===== src/rtl/pgdram_pkg.sv =====
package pgdram_pkg;
    typedef enum logic [1:0] {
        ST_IDLE = 2'd0,
        ST_ROW  = 2'd1,
        ST_CAS  = 2'd2
    } phase_e;
endpackage


===== src/rtl/pgdram_row_cmp.sv =====
module pgdram_row_cmp #(
    parameter int ROW_W = 7
) (
    input  logic [ROW_W-1:0] row_new_i,
    input  logic [ROW_W-1:0] row_open_i,
    input  logic             open_valid_i,
    output logic             hit_o
);
    logic [ROW_W-1:0] diff;

    // Equality only: one XOR per bit, then a single OR reduction.
    for (genvar i = 0; i < ROW_W; i++) begin : g_bit
        assign diff[i] = row_new_i[i] ^ row_open_i[i];
    end

    assign hit_o = open_valid_i & ~(|diff);
endmodule


===== src/rtl/pgdram_addr_mux.sv =====
module pgdram_addr_mux #(
    parameter int ROW_W = 7,
    parameter int COL_W = 7,
    parameter int MA_W  = 7
) (
    input  logic             sel_col_i,
    input  logic [ROW_W-1:0] row_i,
    input  logic [COL_W-1:0] col_i,
    output logic [MA_W-1:0]  ma_o
);
    always_comb begin
        ma_o = '0;
        if (sel_col_i) ma_o[COL_W-1:0] = col_i;
        else           ma_o[ROW_W-1:0] = row_i;
    end
endmodule


===== src/rtl/pgdram_bank_dec.sv =====
module pgdram_bank_dec #(
    parameter int BANK_W = 2,
    localparam int BANKS = 1 << BANK_W
) (
    input  logic [BANK_W-1:0] bank_i,
    output logic [BANKS-1:0]  strobe_n_o
);
    for (genvar b = 0; b < BANKS; b++) begin : g_bank
        assign strobe_n_o[b] = ~(bank_i == BANK_W'(b));
    end
endmodule


===== src/rtl/pgdram_ctrl.sv =====
module pgdram_ctrl
    import pgdram_pkg::*;
#(
    parameter int ROW_W  = 7,
    parameter int COL_W  = 7,
    parameter int BANK_W = 2
) (
    input  logic                            clk_i,
    input  logic                            rst_ni,
    input  logic                            req_i,
    input  logic                            we_i,
    input  logic [BANK_W+ROW_W+COL_W-1:0]   addr_i,
    input  logic                            refresh_i,
    output logic                            wait_o,
    output logic [(1<<BANK_W)-1:0]          ras_n_o,
    output logic [(1<<BANK_W)-1:0]          cas_n_o,
    output logic                            we_n_o,
    output logic [((ROW_W>COL_W)?ROW_W:COL_W)-1:0] ma_o
);
    localparam int BANKS = 1 << BANK_W;
    localparam int MA_W  = (ROW_W > COL_W) ? ROW_W : COL_W;

    typedef struct packed {
        phase_e            phase;
        logic              valid;
        logic [ROW_W-1:0]  row;
        logic              ras_n;
        logic [BANKS-1:0]  cas_n;
        logic              we_n;
        logic [MA_W-1:0]   ma;
    } regs_t;

    regs_t r_q, r_d;

    logic [ROW_W-1:0]  row_in;
    logic [COL_W-1:0]  col_in;
    logic [BANK_W-1:0] bank_in;
    logic              page_hit;
    logic              accept;
    logic              sel_col;
    logic [MA_W-1:0]   ma_next;
    logic [BANKS-1:0]  cas_sel_n;

    assign col_in  = addr_i[COL_W-1:0];
    assign row_in  = addr_i[COL_W +: ROW_W];
    assign bank_in = addr_i[COL_W+ROW_W +: BANK_W];

    pgdram_row_cmp #(.ROW_W(ROW_W)) u_cmp (
        .row_new_i   (row_in),
        .row_open_i  (r_q.row),
        .open_valid_i(r_q.valid),
        .hit_o       (page_hit)
    );

    pgdram_addr_mux #(.ROW_W(ROW_W), .COL_W(COL_W), .MA_W(MA_W)) u_mux (
        .sel_col_i(sel_col),
        .row_i    (row_in),
        .col_i    (col_in),
        .ma_o     (ma_next)
    );

    pgdram_bank_dec #(.BANK_W(BANK_W)) u_dec (
        .bank_i    (bank_in),
        .strobe_n_o(cas_sel_n)
    );

    // Stall in the very cycle a miss (or a refresh collision) is seen.
    assign wait_o = req_i & (refresh_i | ~page_hit);
    assign accept = req_i & ~wait_o;
    assign sel_col = ~wait_o;

    always_comb begin
        r_d       = r_q;
        r_d.cas_n = '1;
        r_d.we_n  = 1'b1;
        r_d.ras_n = ~r_q.valid;
        r_d.phase = ST_IDLE;
        if (refresh_i) begin
            r_d.valid = 1'b0;
            r_d.ras_n = 1'b1;
        end else if (accept) begin
            r_d.phase = ST_CAS;
            r_d.ras_n = 1'b0;
            r_d.cas_n = cas_sel_n;
            r_d.we_n  = ~we_i;
            r_d.ma    = ma_next;
        end else if (wait_o) begin
            r_d.phase = ST_ROW;
            r_d.ras_n = 1'b1;
            r_d.valid = 1'b1;
            r_d.row   = row_in;
            r_d.ma    = ma_next;
        end
    end

    always_ff @(posedge clk_i or negedge rst_ni) begin
        if (!rst_ni) begin
            r_q <= '{phase: ST_IDLE, valid: 1'b0, row: '0, ras_n: 1'b1,
                     cas_n: '1, we_n: 1'b1, ma: '0};
        end else begin
            r_q <= r_d;
        end
    end

    assign ras_n_o = {BANKS{r_q.ras_n}};
    assign cas_n_o = r_q.cas_n;
    assign we_n_o  = r_q.we_n;
    assign ma_o    = r_q.ma;

    p_cas_onehot_r8: assert property (@(posedge clk_i) disable iff (!rst_ni)
        $onehot0(~cas_n_o));

    p_cas_under_ras_r4: assert property (@(posedge clk_i) disable iff (!rst_ni)
        !(&cas_n_o) |-> (ras_n_o == '0));

    p_miss_rowphase_r3: assert property (@(posedge clk_i) disable iff (!rst_ni)
        (wait_o && !refresh_i) |=>
            (ras_n_o == '1) && (ma_o[ROW_W-1:0] == $past(addr_i[COL_W +: ROW_W])));

    p_wait_single_r3: assert property (@(posedge clk_i) disable iff (!rst_ni)
        (wait_o && !refresh_i) |=> (!wait_o || refresh_i));

    p_row_to_cas_r4: assert property (@(posedge clk_i) disable iff (!rst_ni)
        (r_q.phase == ST_ROW && req_i && !refresh_i) |=>
            (ras_n_o == '0) && !(&cas_n_o));

    p_refresh_close_r7: assert property (@(posedge clk_i) disable iff (!rst_ni)
        refresh_i |=> (ras_n_o == '1));

    p_we_in_cas_r6: assert property (@(posedge clk_i) disable iff (!rst_ni)
        !we_n_o |-> !(&cas_n_o));
endmodule


===== config.mk =====
export PLATFORM = sky130hd
export DESIGN_NAME = pgdram_ctrl
export DESIGN_NICKNAME = d
export VERILOG_FILES = /design/src/rtl/pgdram_pkg.sv /design/src/rtl/pgdram_row_cmp.sv /design/src/rtl/pgdram_addr_mux.sv /design/src/rtl/pgdram_bank_dec.sv /design/src/rtl/pgdram_ctrl.sv
export SDC_FILE = /design/constraint.sdc
export NUM_CORES = 1
export LEC_CHECK = 0
export BUFFER_PORTS_ARGS = -buffer_cell sky130_fd_sc_hd__buf_2
export CORE_UTILIZATION = 40
export DETAILED_ROUTE_END_ITERATION = 6
export PLACE_DENSITY = 0.66
export SYNTH_ARGS = -nofsm -noshare
export SYNTH_HDL_FRONTEND = slang
export SYNTH_SLANG_ARGS = --single-unit

===== constraint.sdc =====
create_clock -name clk_i -period 1.95 [get_ports clk_i]
set_input_delay 0.195 -clock clk_i [delete_from_list [all_inputs] [get_ports clk_i]]
set_output_delay 0.195 -clock clk_i [all_outputs]
set_load 0.1 [all_outputs]

==> summary.md, run 1 <==
| Metric | Value |
|---|---|
| Mux cell area share after synthesis | 3.01% |
| Worst slew pin tran | ~0.5 ns |
| Hold crit path type | in -> reg |
| CP Data Required Time | roughly 1.8 ns |
| Power Dens Cells | 849 nW/µm² |
| Crit start category | flip-flop |
| Inserted Diodes | 0 |
| Rows | 18 |
| CTS H-tree lvls | 1 |
| Crit path max fanout | 3 |
| DRC | 0 |
| Crit path time final | approximately 1.9 ns |
| Path type of the worst setup path | reg -> out |
| Dpl cell area | 1220 µm² |
| Via/cell ratio | approximately 5 |
| Largest family of logic cells by synthesized area | simple AND/OR/NAND/NOR gates |
| Synth Area in Simple Gates | 19.1% |
| Synth cell types | 30 |
| I/O Buffers | 37 |
| GR Overflow Total | 0 |
| Worst vdd ir | approximately 460 µV |
| Synth Area in Adders | 0% |
| Crit path from | r_q[19] |
| Max-Cap Viols | 0 |
| Number of global-route vias before repair | 742 |
| Starting density of the core | approximately 44% |
| R2R cell count | 4 |
| Die Ht | 54.9 µm |
| Syn Area/Cell | ~10 µm² |
| IO Pins | 38 |
| Final period util | a little over nine tenths |
| Slew HR | 67.8% |
| Placer congestion estimate | 0.796 |
| CP endpoint | wait_o |
| Vias | 822 |
| Yosys Warn Count | 0 |
| Initial antenna violation count | 0 |
| Final hold vios | 0 |
| CORE AREA | between 2000 and 3000 µm² |
| Final Cell Area | 1260 µm² |
| Crit path DAT | 1.66 ns |
| Post-Syn Nets | 130 |
| Max Clk Rate | 0.538 GHz |
| Cts bufs inserted | 3 |
| Commonest cells after routing, fill and taps aside | 36 x buf_2, 15 x dfrtp_1, 11 x nand2_1 |
| First-pass GRT wire length | 3.36 mm |
| Clk Tree Root Cell | clkbuf_4 |
| Nets | 157 |
| Reg area | roughly 530 µm² |
| Dpl hpwl | 1.70 mm |
| #FFs+latches synth | 21 |
| Commonest non-fill, non-tap cell in the layout | buf_2 |
| Xor and xnor area share after synthesis | 5.47% |
| Critical path capture point type | primary output |
| Initial DRC count | 16 |
| Share of cells above drive strength 1 | 43.0% |
| CTS Sinks | 21 |
| Endpoints failing setup | 0 |
| Clock Latency Late Sink | 0.30 ns |
| Synthesized cell area | between 1000 and 1500 µm² |
| Sequential element share of the synthesized area | 47.5% |
| Max-slew violations | 0 |
| Clock slew at reported path FFs | 0.11 ns |
| Area Growth Syn to Fin | 12.2% |
| Synth Area in Compound Gates | 10.8% |
| Static leakage | 0.553 nW |
| Reg2reg start | r_q[19] |
| Count of TritonRoute iterations in the first routing pass | 4 |
| R2r setup slk | 0.18 ns |
| Antenna-violating nets left | 0 |
| Die Width | approximately 55 µm |
| Setup Slack @ Placement | between 0.2 and 0.25 ns |
| RSZ-0062 raised after global routing | no |
| CTS tree | yes |
| CTS max path bufs | 2 |
| Total negative slack | 0 ns |
| Maximum number of pins on one net before global-route repair | 22 |
| Post-route worst setup slack | 0.0924 ns |
| Outcome | finished, final reports clean |
| # fillers | 264 |
| Die area | 3020 µm² |
| WL final | 2.17 mm |
| Mapped Cells | 109 |
| Area of the multi-input gates | 433 µm² |
| Final clock skew | between 0.0005 and 0.0006 ns |
| Reg2reg end | r_q[19] |
| Avg WL per Cell | 13.2 µm |
| Total GRT Usage | 16.3% |
| Setup Fix Bufs, Post-CTS | 0 |
-- through the flow --
stage	instances	hold slack, ns	utilization (%)	total power [mW]
CTS	165	0.0315	48.9	1.07
finish	165	0.0362	49.0	1.07
detailed placement	160	0.175	47.4	0.864
global route	165	0.0433	49.0	1.12
floorplan	109	-0.101	-	0.819
global placement	160	0.171	47.4	0.855
-- critical path, stage by stage, from the launching register on --
cell	delay, ns
dfrtp_1	0.41
xnor2_1	0.23
and4_4	0.29
nand2_4	0.05
o21a_1	0.16
buf_4	0.22
-- cell type report --
| class | count | share of cell area, % |
|---|---|---|
| sequential | 21 | 42.4 |
| multi-input combinational | 68 | 34.4 |
| timing repair buffer | 42 | 18.1 |
| tap | 30 | 2.99 |
| clock buffer | 4 | 2.09 |
-- what timing repair did --
action                                  CTS  global route
resized for setup                         1             2
endpoints found under the hold margin    15             0
endpoints found under the setup margin    1             1
hold buffers                              1             0
-- flip-flops by register name (all words and copies together), names as in the netlist --
register / count
we_n_o: 1
ras_n_o: 1
ma_o: 7
cas_n_o: 4
r_q: 8
-- worst min-delay path by stage --
stage,from,slack (ns),end,cells past startpoint
global route,we_i,0.04,we_n_o,2
detailed placement,rst_ni,0.18,r_q[15],1
CTS,we_i,0.03,we_n_o,2
floorplan,rst_ni,-0.10,ma_o[0],0
global placement,rst_ni,0.17,r_q[20],1
finish,we_i,0.04,we_n_o,2
-- kinds of logic after synthesis --
group                  count (synthesis)
AO/OA/AOI/OAI                         19
flip-flops                            21
XOR/XNOR                               7
AND/OR/NAND/NOR                       39
buffers and inverters                 20
multiplexers                           3
-- cell usage after synthesis --
cell type   n  share of area (%)
o21ai_0     6                2.7
buf_6       1                1.0
clkbuf_1    1               0.33
nand2b_1    2                1.1
buf_4      15                 10
nand2_4     1                1.0
a31oi_1     6                3.3
dfstp_2     6                 14
nand4b_1    2                1.6
mux2_2      3                3.0
or4_4       1                1.0
a21oi_1     1               0.45
o21ai_2     1               0.78
nand2_1    11                3.7
and4bb_1    1                1.1
a21o_1      1               0.67
and4_1      1               0.78
o211ai_1    2                1.3
nand3_1     7                3.1
nand4bb_1   1                1.0
nand4_1     2                1.1
nor2_1      9                3.0
a21bo_2     1               0.89
buf_12      1                1.8
o21a_1      1               0.67
nor2b_1     1               0.56
dfrtp_1    15                 33
buf_2       2               0.89
xnor2_1     5                3.9
xor2_1      2                1.6
-- metal layers --
layer	vias to the layer above	global-route usage (%)	part of all wire, %
met5	-	0	0
li1	415	-	-
met1	386	21.2	43
met4	0	6.25	0.60
met2	19	27.1	51
met3	2	2.46	5.0
-- where the power goes --
part	total, mW	switching, mW	leakage, nW	internal [mW]
combinational	0.358	0.266	0.299	0.0925
clock	0.209	0.129	0.0150	0.0796
sequential	0.501	0.0242	0.239	0.477
Note: power is estimated with default switching activity, not from simulation.
==> run 2: changes to the inputs <==
- ABC_AREA: default -> 1
- PLACE_DENSITY: 0.66 -> default
==> run 2 against run 1 <==
Effect of this change: the run now ends with DRC left; count of clock-buffer cells in the layout down 1; critical path type unchanged; core utilization fell by 0.20 points; clock skew up 0.0017 ns; sequential share of layout area down 4.1 points; final cell count is 28% higher; synthesized cell count is 42% higher; register-to-register slack better by 0.43 ns; clock power barely moved; sequential power is essentially flat; critical endpoint unchanged; largest power group unchanged; combinational power grew 7.0%.
==> summary.md, run 2 <==
| Metric | Value |
|---|---|
| Die Width | 57.7 µm |
| Synth area leader | dfrtp_1 |
| Sequential element share of the synthesized area | about 43% |
| EDFF count, synth | 0 |
| Hold Crit Start | addr_i[15] |
| Failing checks | DRC |
| Maximum number of pins on one net before global-route repair | 22 |
| Die area | ~3300 µm² |
| Critical path capture point type | primary output |
| Worst vdd ir | ~370 µV |
| Placer congestion estimate | 0.727 |
| Nets | 203 |
| Min-Delay Path Depth | 2 |
| Top FF cell, synth | dfrtp_1 |
| Avg WL per Cell | between 10 and 15 µm |
| Setup Slack @ Placement | 0.330 ns |
| R2R cell count | 8 |
| Setup Fix Bufs, Post-CTS | 0 |
| Clock slew at reported path FFs | 0.12 ns |
| Starting density of the core | ~43% |
| Slew HR | 67.5% |
| Commonest non-fill, non-tap cell in the layout | nand2_1 |
| First-pass GRT wire length | 3.84 mm |
| Final period util | 93.2% |
| Final clock skew | approximately 0.0022 ns |
| Top-count cell post-synth | nand2_1 |
| Commonest cells after routing, fill and taps aside | 54 x nand2_1, 36 x buf_2, 20 x inv_1 |
| Final hold vios | 0 |
| Area Growth Syn to Fin | 12.2% |
| Syn Area/Cell | 8.00 µm² |
| #FFs+latches synth | 21 |
| CP Data Required Time | 1.75 ns |
| Largest Register | r_q |
| Total GRT Usage | between 10 and 15% |
| Inserted Diodes | 0 |
| Worst-path cell chain | a21oi_2 > nand2_1 > nor2_4 > nand3_2 > nand2_4 > inv_1 > buf_6 |
| R2r setup slk | 0.61 ns |
| Mapped Cells | between 150 and 200 |
| Worst slew pin tran | 0.488 ns |
| Path type of the worst setup path | reg -> out |
| I/O Buffers | 37 |
| Clock Latency Late Sink | 0.30 ns |
| Hold EP | cas_n_o[2] |
| Number of global-route vias before repair | slightly above 900 |
| WL final | 2.26 mm |
| CTS Sinks | 21 |
| Antenna-violating nets left | 0 |
| Crit path DAT | 1.62 ns |
| Max-slew violations | 0 |
| Crit path time final | 1.82 ns |
| Die Ht | 57.7 µm |
| Endpoints failing setup | 0 |
| Number of flip-flops in the largest register | 8 |
| Hold crit path type | in -> reg |
| Static leakage | 0.772 nW |
| # fillers | about 290 |
| IO Pins | 38 |
| Fin cells | 212 |
| Post-Syn Nets | roughly 180 |
| Cts bufs inserted | 3 |
| CP max stage cell | dfrtp_1 |
| # placed instances | 206 |
| Clk Tree Root Cell | clkbuf_4 |
| Synthesized cell area | 1240 µm² |
| Vias | between 900 and 1k |
| Via/cell ratio | 4.42 |
| Async SR Flop Fraction | 100% |
| GR Overflow Total | 0 |
| Initial DRC count | 31 |
| RSZ-0062 raised after global routing | no |
| Dpl hpwl | 1.75 mm |
| CTS max path bufs | 2 |
| Max-Cap Viols | 0 |
| Crit path max fanout | 9 |
| Outcome | complete, but fails checks |
| Max Clk Rate | 0.551 GHz |
| Count of TritonRoute iterations in the first routing pass | 6 |
| Synth cell types | 20 |
| Top cells by area, synth | dfrtp_1 30%, nand2_1 16%, dfstp_2 13% |
| Total power | around 1.1 mW |
| Crit start category | flip-flop |
| Top cell type's share of synthesized area | 30.3% |
| Power Dens Cells | 786 nW/µm² |
| Post-route worst setup slack | 0.133 ns |
| Total negative slack | 0 ns |
| CORE AREA | 2850 µm² |
| Commonest cells in the netlist | 54 x nand2_1, 20 x inv_1, 15 x buf_4, 15 x dfrtp_1, 10 x inv_2 |
| Rows | 19 |
| Share of cells above drive strength 1 | 40.9% |
| Fin util | 48.8% |
| Reg2reg start | r_q[17] |
| Max stage delay on crit path | roughly 0.42 ns |
| Initial antenna violation count | 0 |
| CTS tree | yes |
| Yosys Warn Count | 0 |
| DRC | 4 |
| Reg2reg end | ma_o[2] |
| CTS H-tree lvls | 1 |
==> run 2: cell count changes in the layout (fill, tap and decap cells not counted), moves of 6 or more <==
cell,previous run,this run
inv_1,0,20
a31oi_1,6,0
inv_2,0,10
nor2_1,9,0
a21oi_1,1,8
nand2_1,11,54
o21ai_0,6,0
==> run 2: critical path: cells and delay by family, from the launching register on <==
| family | cells | cell delay [ns] |
|---|---|---|
| flip-flops | 1 | 0.42 |
| AO/OA/AOI/OAI | 1 | 0.14 |
| buffers and inverters | 2 | 0.24 |
| AND/OR/NAND/NOR | 4 | 0.52 |
==> run 2: power by group <==
group,switching (mW),leakage (nW),internal (mW)
clock network,0.133,0.0177,0.0763
logic,0.297,0.503,0.0862
registers,0.0251,0.251,0.476
total,0.455,0.772,0.638
==> run 2: worst max path at each step <==
| stage | from | to | slack [ns] | cells after the start |
|---|---|---|---|---|
| floorplan | r_q[14] | wait_o | 0.30 | 9 |
| global placement | r_q[15] | wait_o | 0.37 | 9 |
| detailed placement | r_q[15] | wait_o | 0.33 | 9 |
| CTS | r_q[15] | wait_o | 0.02 | 9 |
| global route | r_q[17] | wait_o | 0.004 | 7 |
| finish | r_q[17] | wait_o | 0.13 | 7 |
==> run 2: metrics by stage <==
stage	instance area [µm²]	hold slack, ns
floorplan	1240	-0.101
global placement	1330	0.182
detailed placement	1330	0.191
CTS	1380	0.0481
global route	1390	0.0538
finish	1390	0.0619
==> run 2: per-layer routing <==
| metal | global-route usage (%) | up-vias | part of all wire [%] |
|---|---|---|---|
| met4 | 4.08 | 0 | 0.84 |
| met1 | 17.6 | 413 | 44 |
| met2 | 27.6 | 24 | 50 |
| met5 | 0 | - | 0 |
| li1 | - | 498 | - |
| met3 | 2.68 | 2 | 4.9 |
==> run 2: logic make-up after synthesis <==
| logic type | after synthesis | synth area share, % |
|---|---|---|
| flops | 21 | 43.0 |
| buf+inv | 47 | 19.7 |
| simple gates | 71 | 29.7 |
| compound gates | 16 | 7.67 |
==> run 2: layout make-up <==
cell class	count	area (µm²)	area share, %
timing repair buffer	39	211	15.2
multi-input combinational	87	468	33.6
clock inverter	1	5.00	0.360
sequential	21	533	38.3
inverter	30	113	8.09
clock buffer	3	22.5	1.62
tap	31	38.8	2.79
==> run 2: what timing repair did <==
action,CTS,global route
resized for setup,1,2
hold buffers,2,0
pin swaps,0,1
setup endpoints to repair,1,1
hold endpoints to repair,16,0
==> run 3: changes to the inputs <==
--- a/config.mk
+++ b/config.mk
@@ -14 +14,2 @@
 export SYNTH_SLANG_ARGS = --single-unit
+export TNS_END_PERCENT = 30
==> constraint.sdc (replaced) <==
create_clock -name clk_i -period 1.95 [get_ports clk_i]
set_input_delay 0.39 -clock clk_i [delete_from_list [all_inputs] [get_ports clk_i]]
set_output_delay 0.39 -clock clk_i [all_outputs]
set_load 0.1 [all_outputs]
==> run 3 against run 2 <==
Effect of this change: the flow still finishes with violations (DRC); routed wire length grew 1.9%; core utilization grew 0.48 points; via count is the same; clock power is essentially flat; final cell count grew 0.94%; combinational power grew 1%; sequential power is essentially flat; non-clock buffer count grew 2; clock skew grew 0.0037 ns; global-route usage grew 0.27 points; sequential share of layout area shrank 0.38 points; critical path type unchanged.
==> summary.md, run 3 (synthesized netlist as in run 2, its figures left out) <==
| Metric | Value |
|---|---|
| Area Growth Syn to Fin | 13.3% |
| Crit path max fanout | 3 |
| Rows | 19 |
| WHS | 0.0250 ns |
| IO Pins | 38 |
| Max-slew violations | 0 |
| Clock Latency Late Sink | about 0.3 ns |
| GR Overflow Total | 0 |
| Largest Register | r_q |
| CTS Hold Bufs | 0 |
| Worst vdd ir | slightly above 400 µV |
| Crit start category | flip-flop |
| Final clock skew | 0.00596 ns |
| Crit path DAT | 1.47 ns |
| Flop pwr share | 45.8% |
| Crit path time final | 1.86 ns |
| Reg2reg start | r_q[17] |
| Via/cell ratio | 4.38 |
| CORE AREA | 2850 µm² |
| Largest delay share family, worst path | flip-flops |
| Total power | 1.10 mW |
| Number of global-route vias before repair | 907 |
| Final hold vios | 0 |
| Share of cells above drive strength 1 | between 40% and 50% |
| Fin util | 49.3% |
| First-pass GRT wire length | 3.94 mm |
| # fillers | 285 |
| Max stage delay on crit path | 0.43 ns |
| Clk network pwr share | 18.9% |
| DRC | 4 |
| Reg area | 533 µm² |
| CTS H-tree lvls | 1 |
| RSZ-0062 raised after global routing | yes |
| Outcome | complete, but fails checks |
| Worst slew pin tran | approximately 0.49 ns |
| Final Cell Area | roughly 1400 µm² |
| CTS tree | yes |
| Die Width | 57.7 µm |
| Hold crit path type | in -> async |
| Static leakage | 0.785 nW |
| Critical path capture point type | primary output |
| Inserted Diodes | 0 |
| # placed instances | 207 |
| Nets | 205 |
| CP Data Required Time | ~1.6 ns |
| WL final | 2.30 mm |
| P_int | ~0.64 mW |
| CP max stage cell | dfrtp_1 |
| Avg WL per Cell | around 11 µm |
| Die area | 3330 µm² |
| Area of the multi-input gates | about 460 µm² |
| Final period util | between 90% and 100% |
| I/O Buffers | 37 |
| R2R cell count | 10 |
| Cts bufs inserted | 3 |
| Vias | 937 |
| CTS Sinks | 21 |
| Initial DRC count | 29 |
| Maximum number of pins on one net before global-route repair | 22 |
| Post-route worst setup slack | ~0.095 ns |
| Commonest non-fill, non-tap cell in the layout | nand2_1 |
| Sw power | 0.454 mW |
| Power Dens Cells | 781 nW/µm² |
| Commonest cells after routing, fill and taps aside | 54 x nand2_1, 36 x buf_2, 19 x inv_1 |
| Die Ht | 57.7 µm |
| Failing checks | DRC |
| CTS max path bufs | 2 |
| Clk Tree Root Cell | clkbuf_4 |
| Total negative slack | 0 ns |
| Worst-path cell chain | a21oi_2 > nand2_1 > nor2_4 > nand3_2 > nand2_2 > inv_2 > buf_12 |
| CP bufs+invs | 2 |
| Combinational power share | 35.4% |
| Reg2reg end | ma_o[0] |
| R2r setup slk | just under 0.5 ns |
| Initial antenna violation count | 0 |
| Setup Slack @ Placement | 0.199 ns |
| Placer congestion estimate | 0.709 |
| Number of flip-flops in the largest register | 8 |
| Dpl cell area | 1360 µm² |
| Total GRT Usage | between 10% and 20% |
| Count of TritonRoute iterations in the first routing pass | 6 |
| Endpoints failing setup | 0 |
| Clock slew at reported path FFs | 0.12 ns |
| Dpl hpwl | 1.76 mm |
| Max Clk Rate | ~0.54 GHz |
| Fin cells | 214 |
| Max-Cap Viols | 0 |
| Antenna-violating nets left | 0 |
| Switching share of power | 41.4% |
| Path type of the worst setup path | reg -> out |
| Starting density of the core | 43.5% |
| Slew HR | slightly below 70% |
run 3: changes by cell type in the layout (fill, tap and decap cells not counted), sizes merged:
cell / before / now
buf: 37 / 41
dlygate4sd3: 2 / 0
run 3: worst max-delay path by stage:
stage / startpoint / endpoint / slack (ns) / cells after the start
after floorplan: addr_i[13] / wait_o / 0.1 / 9
after CTS: r_q[14] / wait_o / 0.04 / 7
after detailed placement: addr_i[9] / wait_o / 0.20 / 10
final: r_q[17] / wait_o / 0.09 / 7
after global placement: addr_i[9] / wait_o / 0.23 / 10
after global routing: r_q[14] / wait_o / -0.02 / 10
run 3: layout make-up:
class / instances / area share (%)
Sequential cell: 21 / 37.9
Multi-Input combinational cell: 87 / 32.9
Timing Repair Buffer: 41 / 16.4
Inverter: 30 / 8.01
Tap cell: 31 / 2.76
Clock buffer: 3 / 1.60
Clock inverter: 1 / 0.356
run 3: timing repair:
item,in CTS,in global routing
pin swaps,1,3
gates resized for setup,0,1
setup buffers,1,2
setup endpoints to repair,1,1
run 3: per-layer routing:
metal,global-route usage (%),vias up,wire length (µm)
li1,-,499,-
met5,0,-,0
met3,2.23,2,122
met2,24.9,24,1090
met1,21.4,412,1070
met4,3.40,0,17
run 3: worst reg2reg max path, stage by stage, from the launching register on:
cell and delay [ns]:
dfrtp_1 0.43, a21oi_2 0.16, nand2_1 0.10, nor2_4 0.11, nand3_2 0.09, nand2_2 0.09, buf_4 0.11, buf_4 0.14
nand2_1 0.05, nand2_1 0.05, nand2_1 0.05
run 3: power by group through the flow:
stage / combinational, mW / clock [mW] / sequential (mW)
after floorplan: 0.341 / 0 / 0.505
after global placement: 0.381 / 0 / 0.508
after detailed placement: 0.385 / 0 / 0.510
after CTS: 0.386 / 0.217 / 0.503
after global routing: 0.416 / 0.239 / 0.510
final: 0.388 / 0.207 / 0.502
